`config.mk`:
```
export PLATFORM = sky130hd
export DESIGN_NAME = beep_seq
export DESIGN_NICKNAME = d
export VERILOG_FILES = /design/src/rtl/beep_pkg.sv /design/src/rtl/beep_timer.sv /design/src/rtl/beep_grp_sel.sv /design/src/rtl/beep_tone.sv /design/src/rtl/beep_seq.sv
export SDC_FILE = /design/constraint.sdc
export NUM_CORES = 1
export LEC_CHECK = 0
export BUFFER_PORTS_ARGS = -buffer_cell sky130_fd_sc_hd__buf_2
export CORE_MARGIN = 3
export CORE_UTILIZATION = 45
export CTS_CLUSTER_SIZE = 14
export DETAILED_ROUTE_END_ITERATION = 7
export GPL_TIMING_DRIVEN = 0
export PLACE_DENSITY = 0.59
export SLEW_MARGIN = 20
export SYNTH_ARGS = -nofsm -noshare
export SYNTH_HDL_FRONTEND = slang
export SYNTH_HIERARCHICAL = 1
export SYNTH_SLANG_ARGS = --single-unit
export TNS_END_PERCENT = 50
```
`constraint.sdc`:
```
create_clock -name clk -period 5.81 [get_ports clk]
set_input_delay 0.8715 -clock clk [delete_from_list [all_inputs] [get_ports clk]]
set_output_delay 0.8715 -clock clk [all_outputs]
set_load 0.01 [all_outputs]
```
`src/rtl/beep_pkg.sv`:
```
package beep_pkg;
   typedef enum logic [2:0] {
      ST_IDLE,
      ST_ON,
      ST_SPACE,
      ST_GAP,
      ST_PAUSE,
      ST_SOLO
   } beep_st_t;
endpackage

```
`src/rtl/beep_timer.sv`:
```
// Loadable down counter: a load of N-1 makes the current state last N cycles.
module beep_timer #(
   parameter int TW = 8
) (
   input  logic          clk,
   input  logic          rst_n,
   input  logic          load_i,
   input  logic [TW-1:0] load_val_i,
   output logic          expired_o
);
   logic [TW-1:0] cnt_q;

   always_ff @(posedge clk or negedge rst_n) begin
      if (!rst_n)              cnt_q <= '0;
      else if (load_i)         cnt_q <= load_val_i;
      else if (cnt_q != '0)    cnt_q <= cnt_q - TW'(1);
   end

   assign expired_o = (cnt_q == '0);

   // durations rely on a strict one-per-cycle countdown
   p_countdown_r4: assert property (@(posedge clk) disable iff (!rst_n)
      (!load_i && cnt_q != '0) |=> (cnt_q == $past(cnt_q) - TW'(1)));
endmodule

```
`src/rtl/beep_grp_sel.sv`:
```
// Picks one field of the code; field 0 is the most significant one.
module beep_grp_sel #(
   parameter int CODE_W = 8,
   parameter int GRP_W  = 2,
   parameter int IW     = 2
) (
   input  logic [CODE_W-1:0] code_i,
   input  logic [IW-1:0]     idx_i,
   output logic [GRP_W-1:0]  grp_o
);
   localparam int NGRP = CODE_W / GRP_W;

   logic [GRP_W-1:0] grp_a [NGRP];

   for (genvar g = 0; g < NGRP; g++) begin : g_slice
      assign grp_a[g] = code_i[CODE_W-1-g*GRP_W -: GRP_W];
   end

   always_comb begin
      grp_o = grp_a[0];
      for (int i = 0; i < NGRP; i++) begin
         if (IW'(i) == idx_i) grp_o = grp_a[i];
      end
   end
endmodule

```
`src/rtl/beep_tone.sv`:
```
// Square-wave gate for the speaker; TONE_EN=0 gives a plain enable level.
module beep_tone #(
   parameter int TONE_DIV = 4,
   parameter bit TONE_EN  = 1'b1
) (
   input  logic clk,
   input  logic rst_n,
   input  logic beep_i,
   output logic spk_o
);
   if (TONE_EN) begin : g_square
      localparam int DW = (TONE_DIV > 1) ? $clog2(TONE_DIV) : 1;
      logic [DW-1:0] div_q;
      logic          phase_q;

      always_ff @(posedge clk or negedge rst_n) begin
         if (!rst_n) begin
            div_q   <= '0;
            phase_q <= 1'b1;
         end else if (!beep_i) begin
            div_q   <= '0;
            phase_q <= 1'b1;
         end else if (div_q == DW'(TONE_DIV-1)) begin
            div_q   <= '0;
            phase_q <= ~phase_q;
         end else begin
            div_q   <= div_q + DW'(1);
         end
      end

      assign spk_o = beep_i & phase_q;
   end else begin : g_level
      logic unused_clk;
      assign unused_clk = clk ^ rst_n;
      assign spk_o      = beep_i;
   end

   // speaker silent outside a beep
   p_quiet_r9: assert property (@(posedge clk) disable iff (!rst_n)
      !beep_i |-> !spk_o);
endmodule

```
`src/rtl/beep_seq.sv`:
```
module beep_seq
   import beep_pkg::*;
#(
   parameter int          CODE_W      = 8,
   parameter int          GRP_W       = 2,
   parameter int unsigned UNIT_CYC    = 50000,
   parameter int unsigned ON_UNITS    = 150,
   parameter int unsigned SPACE_UNITS = 150,
   parameter int unsigned GROUP_UNITS = 450,
   parameter int unsigned PAUSE_UNITS = 1500,
   parameter int          TONE_DIV    = 25000,
   parameter bit          TONE_EN     = 1'b1
) (
   input  logic              clk,
   input  logic              rst_n,
   input  logic              start_i,
   input  logic [CODE_W-1:0] code_i,
   input  logic              terminal_i,
   input  logic              ready_i,
   output logic              busy_o,
   output logic              done_o,
   output logic              beep_o,
   output logic              spk_o
);
   localparam int          NGRP    = CODE_W / GRP_W;
   localparam int          IW      = (NGRP > 1) ? $clog2(NGRP) : 1;
   localparam int          LW      = GRP_W + 1;
   localparam int unsigned ON_CYC  = UNIT_CYC * ON_UNITS;
   localparam int unsigned SP_CYC  = UNIT_CYC * SPACE_UNITS;
   localparam int unsigned GP_CYC  = UNIT_CYC * GROUP_UNITS;
   localparam int unsigned PS_CYC  = UNIT_CYC * PAUSE_UNITS;
   localparam int unsigned MAX_A   = (ON_CYC > SP_CYC) ? ON_CYC : SP_CYC;
   localparam int unsigned MAX_B   = (GP_CYC > PS_CYC) ? GP_CYC : PS_CYC;
   localparam int unsigned MAX_CYC = (MAX_A > MAX_B) ? MAX_A : MAX_B;
   localparam int          TW      = (MAX_CYC > 1) ? $clog2(MAX_CYC) : 1;

   if (GRP_W < 1 || CODE_W % GRP_W != 0) begin : g_chk_split
      $error("CODE_W must be a whole multiple of GRP_W");
   end
   if (UNIT_CYC < 1 || ON_UNITS < 1 || SPACE_UNITS < 1 ||
       GROUP_UNITS < 1 || PAUSE_UNITS < 1) begin : g_chk_time
      $error("all durations must be at least one cycle");
   end
   if (TONE_DIV < 1) begin : g_chk_tone
      $error("TONE_DIV must be at least 1");
   end

   beep_st_t          st_q, st_d;
   logic [CODE_W-1:0] code_q, code_d;
   logic              term_q, term_d;
   logic [IW-1:0]     idx_q, idx_d, idx_nxt;
   logic [LW-1:0]     left_q, left_d;
   logic              done_q, done_d;
   logic              ld;
   logic [TW-1:0]     ld_val;
   logic              expired;
   logic [GRP_W-1:0]  grp_nxt;
   logic [GRP_W-1:0]  grp_new;

   assign idx_nxt = (idx_q == IW'(NGRP-1)) ? '0 : idx_q + IW'(1);
   assign grp_new = code_i[CODE_W-1 -: GRP_W];

   beep_grp_sel #(.CODE_W(CODE_W), .GRP_W(GRP_W), .IW(IW)) u_sel (
      .code_i (code_q),
      .idx_i  (idx_nxt),
      .grp_o  (grp_nxt)
   );

   beep_timer #(.TW(TW)) u_timer (
      .clk        (clk),
      .rst_n      (rst_n),
      .load_i     (ld),
      .load_val_i (ld_val),
      .expired_o  (expired)
   );

   always_comb begin
      st_d   = st_q;
      code_d = code_q;
      term_d = term_q;
      idx_d  = idx_q;
      left_d = left_q;
      done_d = 1'b0;
      ld     = 1'b0;
      ld_val = TW'(ON_CYC - 1);
      unique case (st_q)
         ST_IDLE: begin
            if (start_i) begin
               code_d = code_i;
               term_d = terminal_i;
               idx_d  = '0;
               left_d = {1'b0, grp_new} + LW'(1);
               st_d   = ST_ON;
               ld     = 1'b1;
            end else if (ready_i) begin
               st_d = ST_SOLO;
               ld   = 1'b1;
            end
         end
         ST_ON: begin
            if (expired) begin
               if (left_q > LW'(1)) begin
                  left_d = left_q - LW'(1);
                  st_d   = ST_SPACE;
                  ld     = 1'b1;
                  ld_val = TW'(SP_CYC - 1);
               end else if (idx_q != IW'(NGRP-1)) begin
                  st_d   = ST_GAP;
                  ld     = 1'b1;
                  ld_val = TW'(GP_CYC - 1);
               end else if (term_q) begin
                  st_d   = ST_PAUSE;
                  ld     = 1'b1;
                  ld_val = TW'(PS_CYC - 1);
               end else begin
                  st_d   = ST_IDLE;
                  done_d = 1'b1;
               end
            end
         end
         ST_SPACE: begin
            if (expired) begin
               st_d = ST_ON;
               ld   = 1'b1;
            end
         end
         ST_GAP, ST_PAUSE: begin
            if (expired) begin
               idx_d  = idx_nxt;
               left_d = {1'b0, grp_nxt} + LW'(1);
               st_d   = ST_ON;
               ld     = 1'b1;
            end
         end
         ST_SOLO: begin
            if (expired) st_d = ST_IDLE;
         end
         default: st_d = ST_IDLE;
      endcase
   end

   always_ff @(posedge clk or negedge rst_n) begin
      if (!rst_n) begin
         st_q   <= ST_IDLE;
         code_q <= '0;
         term_q <= 1'b0;
         idx_q  <= '0;
         left_q <= '0;
         done_q <= 1'b0;
      end else begin
         st_q   <= st_d;
         code_q <= code_d;
         term_q <= term_d;
         idx_q  <= idx_d;
         left_q <= left_d;
         done_q <= done_d;
      end
   end

   assign busy_o = (st_q != ST_IDLE);
   assign beep_o = (st_q == ST_ON) || (st_q == ST_SOLO);
   assign done_o = done_q;

   beep_tone #(.TONE_DIV(TONE_DIV), .TONE_EN(TONE_EN)) u_tone (
      .clk    (clk),
      .rst_n  (rst_n),
      .beep_i (beep_o),
      .spk_o  (spk_o)
   );

   // an accepted start begins sounding in the next cycle
   p_accept_r2: assert property (@(posedge clk) disable iff (!rst_n)
      (st_q == ST_IDLE && start_i) |=> (busy_o && beep_o));

   // a start during play leaves the latched code alone
   p_ignore_r7: assert property (@(posedge clk) disable iff (!rst_n)
      (busy_o && start_i) |=> $stable(code_q));

   // done marks the fall of busy
   p_done_r5: assert property (@(posedge clk) disable iff (!rst_n)
      done_o |-> (!busy_o && $past(busy_o)));

   // burst count stays within one to 2**GRP_W beeps
   p_count_r3: assert property (@(posedge clk) disable iff (!rst_n)
      (st_q == ST_ON) |-> (left_q != '0 && left_q <= LW'(1 << GRP_W)));

   // a lone beep never produces a done pulse
   p_solo_r8: assert property (@(posedge clk) disable iff (!rst_n)
      (st_q == ST_SOLO) |=> !done_o);
endmodule

```
---- Word-level counts from Yosys, hierarchy flattened ----
Index checks and enable logic that the tools add are counted.
cells by class
  add/subtract/negate cells ............... 6
  $lt $le $gt $ge ......................... 1
  equality and inequality tests ........... 19
  multiplexer cells ....................... 45
  bitwise operators ....................... 2
  reductions and logical operators ........ 14
operators with widths
  cell                     number
  $mux W27                 7
  $mux W3                  12
  $mux W15                 2
  $logic_not A27 Y1        1
  $reduce_bool A27 Y1      1
  $sub A27 B1 Y27 const B  1
  $add A15 B1 Y15 const B  1
  $eq A15 B15 Y1 const B   1
  $mux W1                  14
  $ne A2 B2 Y1 const B     7
  $mux W2                  6
  $pmux W3 S4              1
  $pmux W3 S3              1
  $add A2 B1 Y3 const B    2
  $eq A3 B2 Y1 const B     2
  $eq A3 B3 Y1 const B     2
  $reduce_bool A3 Y1       2
  $reduce_and A5 Y1        1
  $eq A2 B2 Y1 const A     2
  $pmux W2 S2              1
  $reduce_and A4 Y1        1
  $reduce_bool A2 Y1       2
  $eq A3 B1 Y1 const B     1
  $gt A3 B1 Y1 const B     1
  15 further kinds         15
word-level totals
  register bits after elaboration ......... 61
  input port bits ......................... 13

---- Depth between registers and ports, before layout ----
Gate-level depths: netlist of the first run.
  depth after elaboration ................. 9
  depth in mapped cells ................... 15

---- Cells and area by module ----
Netlist of the first run, hierarchy kept.
modules (own cells, without submodules)
  module        times used  cells an instance  area an instance (µm²)
  beep_timer    1           178                1627.8
  beep_seq      1           127                1193.6
  beep_tone     1           79                 852.1
  beep_grp_sel  1           2                  52.6

---- Least setup slack after synthesis of the first run ----
No wires, ideal clock.
  path kind ............................... flip-flop to flip-flop
  start ................................... reg u_timer.cnt_q[0]
  end ..................................... reg u_timer.cnt_q[8]
  setup time .............................. 94 ps
  data arrival time ....................... 3201 ps
  slack ................................... 2515 ps
  stages on the path, launching flop included .. 15
  clock period less this slack ............ 3295 ps
  cell sequence ........................... dfrtp_1 -> inv_1 -> ha_1 -> or3b_1 -> nor4b_4 -> and3_1 -> buf_2 -> clkbuf_1 -> nand2_1 -> o21ai_0 -> clkinv_1 -> nand2_1 -> nor4_4 -> buf_6 -> a211oi_1
between the ends
  word-level cells in the longest chain between the ends .. 4
RTL lines
  what                                            line                                               source
  start: declaration                              beep_timer.sv:11                                   logic [TW-1:0] cnt_q;
  start signal: assignment                        beep_timer.sv:15                                   else if (load_i) cnt_q <= load_val_i;
  start signal: assignment                        beep_timer.sv:16                                   else if (cnt_q != '0) cnt_q <= cnt_q - TW'(1);
  $logic_not A27 Y1 *                             beep_timer.sv:19                                   assign expired_o = (cnt_q == '0);
  via expired                                     beep_seq.sv:56                                     logic expired;
  $mux W1, on equally long branches               beep_seq.sv:122, beep_seq.sv:128, beep_seq.sv:101
  $pmux W1 S3 *                                   beep_seq.sv:86                                     unique case (st_q)
  via ld                                          beep_seq.sv:54                                     logic ld;
  $mux W27 or $reduce_bool A2 Y1 (tied branches)  -
The timed path passes the listed nets; every way through them passes the cells marked *. The select of a mux whose other input is x is not followed.
A chain may end at the register's enable or synchronous reset.

---- Final worst setup path of the first run ----
  start ................................... reg u_timer.cnt_q[0]
  end ..................................... reg u_timer.cnt_q[25]
Same word-level chain as after synthesis.

==> metrics.log, run 1 <==
INFO  metric run_status = finished, final reports clean
INFO  metric worst-endpoint-required = 6.04 ns
INFO  metric metal_1_wl = 3835 um
INFO  metric r2r_start = u_timer/cnt_q[0]
INFO  metric fin_cells = 533
INFO  metric seq_power_share = 48.3%
INFO  metric initial_core_util = 47.24%
INFO  metric power.clock.fraction = 26.8%
INFO  metric met2RoutedLength = 3834 um
INFO  metric cts_max_level = 3
INFO  metric dieArea = 0.009408 mm2
INFO  metric setup.worst_path.start = u_timer/cnt_q[0]
INFO  metric port_buffers = 16
INFO  metric estimated_wirelength_of_the_detail_placed_design = 5832 um
INFO  metric placement_rows = 32
INFO  metric power.switching = 0.0004310 W
INFO  metric holdCritPathClass = input pin to async pin
INFO  metric final_design_area_no_fill = 0.004182 mm2
INFO  metric cts.repair.resized = 0
INFO  metric grt_pass1_wl = 13730 um
INFO  metric drt-total-wl = 8098 um
INFO  metric power.static_leakage = 1.729 nW
INFO  metric clock_sinks = 61
INFO  metric die-height = 97.00 um
INFO  metric p_int = 0.0008356 W
INFO  metric flow.area_growth_from_synthesis = 12.22%
INFO  metric drtIter0Drc = 134
INFO  metric tritoncts.num_buffers = 9
INFO  metric ctsHoldBuffers = 0
INFO  metric arrival = 4.52 ns
INFO  metric r2r_setup_slack = 1.52 ns
INFO  metric grt_start_max_net_pins = 45
INFO  metric timing.final.max_slew_violations = 0
INFO  metric maxSlewHeadroom = 53.57%
INFO  metric synth-async-reset-ratio = 100.0%
INFO  metric placedInstanceArea = 0.004009 mm2
INFO  metric fin_nets = 445
INFO  metric portion_of_the_clock_cycle_consumed_by_the_worst_path_in_the_final_layout = 73.76%
INFO  metric drt-pass1-iter-count = 4
INFO  metric postCtsSetupBuffers = 0
INFO  metric ir_drop = 0.1793 mV
INFO  metric power.density = 302.9 mW/mm2
INFO  metric power_switching_share = 34.03%
INFO  metric worst-path-max-fanout = 10
INFO  metric core = 0.007888 mm2
INFO  metric postSynthCellCount = 386
INFO  metric clkSlewWorstSetupHoldPaths = 0.07 ns
INFO  metric wl_per_cell = 15.19 um
INFO  metric first_global_vias = 2846
INFO  metric power_consumption = 0.001267 W
INFO  metric detailroute.wirelength.met3 = 316 um
INFO  metric max_cap_viol_count = 0
INFO  metric dp_cells = 517
INFO  metric synth_cell_type_count = 63
INFO  metric fmax = 233.4 MHz
INFO  metric top_level_ports = 17
INFO  metric global_route.usage.total = 17.94%
INFO  metric rsz0062_at_grt = no
INFO  metric detail_route.vias_per_cell = 5.477
INFO  metric tritoncts_clock_tree = done
INFO  metric diodes = 0
INFO  metric number_of_synthesized_flops_with_an_enable_pin = 0
INFO  metric timing_hold_violations_final = 0
INFO  metric synth_flop_cell = sky130_fd_sc_hd__dfrtp_1
INFO  metric antenna_found_initial = 0
INFO  metric total_congestion_overflow_after_global_routing = 0
INFO  metric worst_slew_pin_slew = 0.6891 ns
INFO  metric dr_total_vias = 2919
INFO  metric comb_power_share = 24.9%
INFO  metric gp_congestion = 0.8246
INFO  metric die_w = 97.00 um
INFO  metric cp-start-kind = register
INFO  metric worst_skew_late_latency = 0.34 ns
INFO  metric max-clock-path-buffers = 2
INFO  metric yosys_register_bits = 61
INFO  metric final_layout_size_suffix_gt1_share = 18.10%
INFO  metric report.final.setup_viol = 0
INFO  metric time_the_worst_path_needs_with_i_o_delays_and_setup = 4.285 ns
INFO  metric maxUsedRoutingLayer = met4
INFO  metric worst_clock_skew = 0.01413 ns
INFO  metric syn_area = 0.003726 mm2
INFO  metric ctsRootBufferMaster = sky130_fd_sc_hd__clkbuf_8
INFO  metric setup_crit_path_kind = register to register
INFO  metric synth-seq-area-share = 41.00%
INFO  metric yosys_warnings = 6
INFO  metric worst_setup_path_end_kind = register
INFO  metric timing.setup.tns = 0 ns
INFO  metric remaining_antenna_violation_count = 0
INFO  metric syn_area_per_cell = 9.653 um2
INFO  metric drc = 0
path summary, 6_finish.rpt:
kind	end	cells after the start
max reg2reg	u_timer/cnt_q[25]	14
min	u_timer/cnt_q[10]	1
min reg2reg	code_q[4]	1
min in group clk	code_q[4]	1
max in group asynchronous	u_tone/g_square.phase_q	2
max	u_timer/cnt_q[25]	14
stage by stage:
step                hold slack (ns)  util, %  setup slack [ns]
finish                       0.4018    53.01             1.525
global route                 0.4047    53.01             1.108
global placement             0.4819    50.44             1.595
detailed placement           0.4905    50.82             1.520
CTS                          0.4014    53.01             1.465
floorplan                    0.4663        -             2.515
sequential cells by signal (all words and copies together) (netlist names):
name,flops
u_tone/g_square.div_q,15
term_q,1
idx_q,2
u_tone/g_square.phase_q,1
left_q,3
code_q,8
st_q,3
done_o,1
u_timer/cnt_q,27
layout make-up:
class	instances	area [um2]
fillers	717	3706
plain buffers	16	97.59
clock buffers	14	162.7
well taps	102	127.6
repair buffers	17	110.1
multi-input cells	309	2101
inverters	12	45.04
clock inverters	2	10.01
flip-flops and latches	61	1528
cell usage in the layout, fill, tap and decap left out, types with 10 or more instances in the layout:
cell,count
sky130_fd_sc_hd__a211oi_1,12
sky130_fd_sc_hd__buf_2,18
sky130_fd_sc_hd__clkbuf_1,10
sky130_fd_sc_hd__clkbuf_8,11
sky130_fd_sc_hd__conb_1,14
sky130_fd_sc_hd__dfrtp_1,60
sky130_fd_sc_hd__inv_1,11
sky130_fd_sc_hd__mux2_2,13
sky130_fd_sc_hd__nand2_1,31
sky130_fd_sc_hd__nor2_1,47
sky130_fd_sc_hd__nor3_1,17
sky130_fd_sc_hd__nor4_1,10
sky130_fd_sc_hd__o21ai_0,18
sky130_fd_sc_hd__xnor2_1,24
sky130_fd_sc_hd__xor2_1,10
cells in the mapped netlist (8+ instances only):
library cell	instances	share of area (%)
sky130_fd_sc_hd__dfrtp_1	60	40
sky130_fd_sc_hd__nor2_1	47	4.7
sky130_fd_sc_hd__nand2_1	31	3.1
sky130_fd_sc_hd__xnor2_1	24	5.6
sky130_fd_sc_hd__o21ai_0	18	2.4
sky130_fd_sc_hd__nor3_1	17	2.3
sky130_fd_sc_hd__mux2_2	13	3.9
sky130_fd_sc_hd__a211oi_1	12	2.4
sky130_fd_sc_hd__inv_1	11	1.1
sky130_fd_sc_hd__nor4_1	10	1.7
sky130_fd_sc_hd__xor2_1	10	2.4
sky130_fd_sc_hd__a21oi_1	9	1.2
sky130_fd_sc_hd__nand3_1	8	1.1
layer usage:
| metal | vias to the layer above | global-route usage, % |
|---|---|---|
| li1 | 1447 | - |
| met1 | 1419 | 24.13 |
| met2 | 44 | 29.03 |
| met3 | 9 | 2.956 |
| met4 | 0 | 6.803 |
| met5 | - | 0 |
kinds of logic after synthesis:
kind of cell / synth area share [%]
xor+xnor: 7.992
fa+ha+maj: 2.015
mux: 7.220
compound gates: 10.14
other cells: 0.2016
simple gates: 27.60
flops: 41.00
buf+inv: 3.828
worst max-delay path: stages (launching register included):
cell	delay (ns)
sky130_fd_sc_hd__dfrtp_1	0.38
sky130_fd_sc_hd__inv_1	0.10
sky130_fd_sc_hd__ha_1	0.22
sky130_fd_sc_hd__or3b_1	0.45
sky130_fd_sc_hd__nor4b_4	0.40
sky130_fd_sc_hd__and3_1	0.21
sky130_fd_sc_hd__buf_2	0.23
sky130_fd_sc_hd__clkbuf_1	0.36
sky130_fd_sc_hd__nand2_1	0.08
sky130_fd_sc_hd__o21ai_0	0.57
sky130_fd_sc_hd__clkinv_1	0.51
sky130_fd_sc_hd__nand2_1	0.24
sky130_fd_sc_hd__nor4_4	0.08
sky130_fd_sc_hd__buf_6	0.15
sky130_fd_sc_hd__a211oi_1	0.20
power groups by stage:
stage | Combinational, W | Sequential [W] | Clock, W
5_1_grt | 0.000359 | 0.000625 | 0.000373
6_report | 0.000316 | 0.000612 | 0.000340
4_1_cts | 0.000320 | 0.000611 | 0.000351
3_3_place_gp | 0.000306 | 0.000614 | 0
3_5_place_dp | 0.000318 | 0.000618 | 0
2_1_floorplan | 0.000255 | 0.000594 | 0
No activity file was read; power rests on OpenSTA's default activity.
==> run 2: changes to the inputs <==
- ABC_AREA: unset -> 1
- PLACE_DENSITY: 0.59 -> 0.62
- clock period: 5.81 -> 3.5 ns (I/O delays scaled with it)
==> metrics.log, run 2 <==
INFO  metric dieArea = 0.009935 mm2 (+5.6%)
INFO  metric power.static_leakage = 2.230 nW (+29%)
INFO  metric flow.area_growth_from_synthesis = 11.82%
INFO  metric yosys.cell_count.top_type = sky130_fd_sc_hd__nand2_1
INFO  metric ir_drop = 0.3371 mV (+88%)
INFO  metric time_the_worst_path_needs_with_i_o_delays_and_setup = 3.062 ns (-1.223 ns)
INFO  metric drc = 0 (unchanged)
INFO  metric grt_start_max_net_pins = 39 (-13%)
INFO  metric synth_simple_gate_area_share = 43.41% (+16 points)
INFO  metric total_congestion_overflow_after_global_routing = 0 (unchanged)
INFO  metric syn_area_per_cell = 6.832 um2 (-29%)
INFO  metric synth_commonest_cells = 206 x sky130_fd_sc_hd__nand2_1, 79 x sky130_fd_sc_hd__nor2_1, 60 x sky130_fd_sc_hd__dfrtp_1
INFO  metric drtIter0Drc = 110 (-18%)
INFO  metric die_w = 99.68 um (+2.8%)
INFO  metric syn_area = 0.003949 mm2 (+6.0%)
INFO  metric setup_crit_path_kind = register to register
INFO  metric holdCritPathClass = input pin to async pin
INFO  metric max_flop_register = u_timer/cnt_q
INFO  metric synth_top_area_share = 38.02% (-2.3 points)
INFO  metric yosys_register_bits = 61 (unchanged)
INFO  metric estimated_wirelength_of_the_detail_placed_design = 6813 um (+17%)
INFO  metric portion_of_the_clock_cycle_consumed_by_the_worst_path_in_the_final_layout = 87.49% (+14 points)
INFO  metric wl_per_cell = 12.30 um (-19%)
INFO  metric run_status = finished, final reports clean
INFO  metric worst_skew_late_latency = 0.35 ns (about the same)
INFO  metric diodes = 0 (unchanged)
INFO  metric clock_sinks = 61 (unchanged)
INFO  metric timing.final.max_slew_violations = 0 (unchanged)
INFO  metric worstRegToRegCells = 15 (+1)
INFO  metric layout_common_cells = 206 x sky130_fd_sc_hd__nand2_1, 78 x sky130_fd_sc_hd__nor2_1, 60 x sky130_fd_sc_hd__dfrtp_1
INFO  metric synth-async-reset-ratio = 100.0% (unchanged)
INFO  metric mostFrequentLayoutCell = sky130_fd_sc_hd__nand2_1
INFO  metric global_route.usage.total = 19.34% (+1.4 points)
INFO  metric port_buffers = 16 (unchanged)
INFO  metric grt_pass1_wl = 15430 um (+12%)
INFO  metric detail_route.vias_per_cell = 5.014 (-8.5%)
INFO  metric worst-endpoint-required = 3.78 ns (-2.26 ns)
INFO  metric die-height = 99.68 um (+2.8%)
INFO  metric synth_top_family_by_area = simple AND/OR/NAND/NOR gates
INFO  metric worstReg2RegEnd = u_timer/cnt_q[24]
INFO  metric number_of_synthesized_flops_with_an_enable_pin = 0 (unchanged)
INFO  metric largest_register_ffs = 27 (unchanged)
INFO  metric max_cap_viol_count = 0 (unchanged)
INFO  metric synth_flop_cell = sky130_fd_sc_hd__dfrtp_1
INFO  metric fmax = 326.6 MHz (+40%)
INFO  metric tritoncts.num_buffers = 9 (unchanged)
INFO  metric first_global_vias = 3452 (+21%)
INFO  metric power.density = 733.9 mW/mm2 (+140%)
INFO  metric worst-path-max-fanout = 10 (unchanged)
INFO  metric clkSlewWorstSetupHoldPaths = 0.07 ns (about the same)
INFO  metric core = 0.008382 mm2 (+6.3%)
INFO  metric timing.setup.tns = 0 ns (unchanged)
INFO  metric maxSlewHeadroom = 59.21% (+5.6 points)
INFO  metric worst_clock_skew = 0.01135 ns (-0.002787 ns)
INFO  metric post-synth-top-area-cell = sky130_fd_sc_hd__dfrtp_1
INFO  metric r2r_start = u_timer/cnt_q[0]
INFO  metric placement_rows = 33 (+3.1%)
INFO  metric worst_slew_pin_slew = 0.6096 ns (-0.07955 ns)
INFO  metric ctsRootBufferMaster = sky130_fd_sc_hd__clkbuf_8
INFO  metric rsz0062_at_grt = no
INFO  metric yosys_warnings = 6 (unchanged)
INFO  metric synth-seq-area-share = 38.69% (-2.3 points)
INFO  metric remaining_antenna_violation_count = 0 (unchanged)
INFO  metric dr_total_vias = 3650 (+25%)
INFO  metric postSynthCellCount = 578 (+50%)
INFO  metric gp_congestion = 0.8773 (+6.4%)
INFO  metric fin_nets = 637 (+43%)
INFO  metric ys_top_cells_by_area = sky130_fd_sc_hd__dfrtp_1 38%, sky130_fd_sc_hd__nand2_1 20%, sky130_fd_sc_hd__nor2_1 7.5%
INFO  metric power_consumption = 0.003241 W (+160%)
INFO  metric muxShareOfSynthArea = 0% (-7.2 points)
INFO  metric cts_max_level = 3 (unchanged)
INFO  metric reg.largest.list = u_timer/cnt_q x27, u_tone/g_square.div_q x15, code_q x8
INFO  metric postCtsSetupBuffers = 0 (unchanged)
INFO  metric initial_core_util = 47.11% (-0.13 points)
INFO  metric tritoncts_clock_tree = done
INFO  metric worst_setup_path_end_kind = register
INFO  metric final_layout_size_suffix_gt1_share = 12.20% (-5.9 points)
INFO  metric top_level_ports = 17 (unchanged)
INFO  metric drt-pass1-iter-count = 4 (unchanged)
INFO  metric drt-total-wl = 8958 um (+11%)
INFO  metric synth_compound_gate_area_share = 5.450% (-4.7 points)
INFO  metric timing_hold_violations_final = 0 (unchanged)
INFO  metric synth_cell_type_count = 35 (-44%)
INFO  metric r2r_setup_slack = 0.44 ns (-1.09 ns)
INFO  metric synth_fa_ha_area_share = 1.901% (-0.11 points)
INFO  metric ctsHoldBuffers = 0 (unchanged)
INFO  metric synthXorXnorAreaFrac = 3.105% (-4.9 points)
INFO  metric max-clock-path-buffers = 2 (unchanged)
INFO  metric cp-start-kind = register
INFO  metric arrival = 3.34 ns (-1.18 ns)
INFO  metric antenna_found_initial = 0 (unchanged)
INFO  metric report.final.setup_viol = 0 (unchanged)
[run 2: stage by stage]
stage	cells	cell area [um2]	setup slack [ns]	hold slack, ns	util, %
after floorplan	590	3994	0.9715	0.2294	-
after global placement	711	4205	0.1433	0.4569	50.17
after detailed placement	712	4228	0.1075	0.4558	50.44
after CTS	728	4412	0.07959	0.08489	52.63
after global routing	728	4415	0.08672	0.09155	52.68
final	728	4415	0.4378	0.08010	52.68
[run 2: cell families after synthesis]
family                     Yosys count
AOI/OAI and AO/OA                   38
buffers and inverters               70
xor gates and xnor gates            14
other                                2
adders and majority gates            6
DFF                                 61
and+or+nand+nor                    387
[run 2: timing repair]
item,in CTS,in global routing
endpoints found under the hold margin,0,0
endpoints found under the setup margin,0,8
resized for setup,0,3
[run 2: cell type report]
type	instances	area, um2
plain buffers	8	55.05
clock buffers	11	131.4
clock inverters	5	52.55
fillers	858	3966
inverters	62	232.7
multi-input cells	459	2182
flip-flops and latches	61	1528
well taps	105	131.4
repair buffers	17	102.6
[run 2: layer usage]
layer | track usage [%] | vias up | part of all wire (%)
met5 | 0 | - | 0
met4 | 8.824 | 0 | 1.8
met3 | 3.156 | 14 | 3.7
met2 | 32.07 | 63 | 47
met1 | 24.70 | 1682 | 47
li1 | - | 1891 | -
[run 2: how the worst max path moves through the flow]
| stage | end | startpoint | slack, ns | cells after the start |
|---|---|---|---|---|
| floorplan | u_timer/cnt_q[11] | u_timer/cnt_q[0] | 0.97 | 15 |
| global placement | u_timer/cnt_q[21] | u_timer/cnt_q[0] | 0.14 | 15 |
| detailed placement | u_timer/cnt_q[22] | u_timer/cnt_q[0] | 0.11 | 15 |
| CTS | u_timer/cnt_q[22] | u_timer/cnt_q[0] | 0.08 | 15 |
| global route | u_timer/cnt_q[13] | u_timer/cnt_q[0] | 0.09 | 15 |
| finish | u_timer/cnt_q[24] | u_timer/cnt_q[0] | 0.44 | 15 |
[run 2: worst max-delay path: stages, from the launching register on]
cell and delay (ns):
sky130_fd_sc_hd__dfrtp_1 0.41, sky130_fd_sc_hd__inv_1 0.11, sky130_fd_sc_hd__ha_1 0.29, sky130_fd_sc_hd__nand2_1 0.08, sky130_fd_sc_hd__nor2_1 0.15, sky130_fd_sc_hd__nand2_1 0.09
sky130_fd_sc_hd__nor2_1 0.16, sky130_fd_sc_hd__nand3_1 0.11, sky130_fd_sc_hd__nor2_2 0.27, sky130_fd_sc_hd__o211ai_1 0.14, sky130_fd_sc_hd__nand3_1 0.09, sky130_fd_sc_hd__buf_2 0.18
sky130_fd_sc_hd__clkbuf_1 0.38, sky130_fd_sc_hd__clkbuf_2 0.35, sky130_fd_sc_hd__nand2_1 0.09, sky130_fd_sc_hd__nand2_1 0.09
[run 2: where the power goes]
part | switching [W] | total, W | internal (W)
registers | 0.000207 | 0.00114 | 0.000928
logic | 0.000977 | 0.00149 | 0.000511
clock network | 0.000292 | 0.000618 | 0.000326
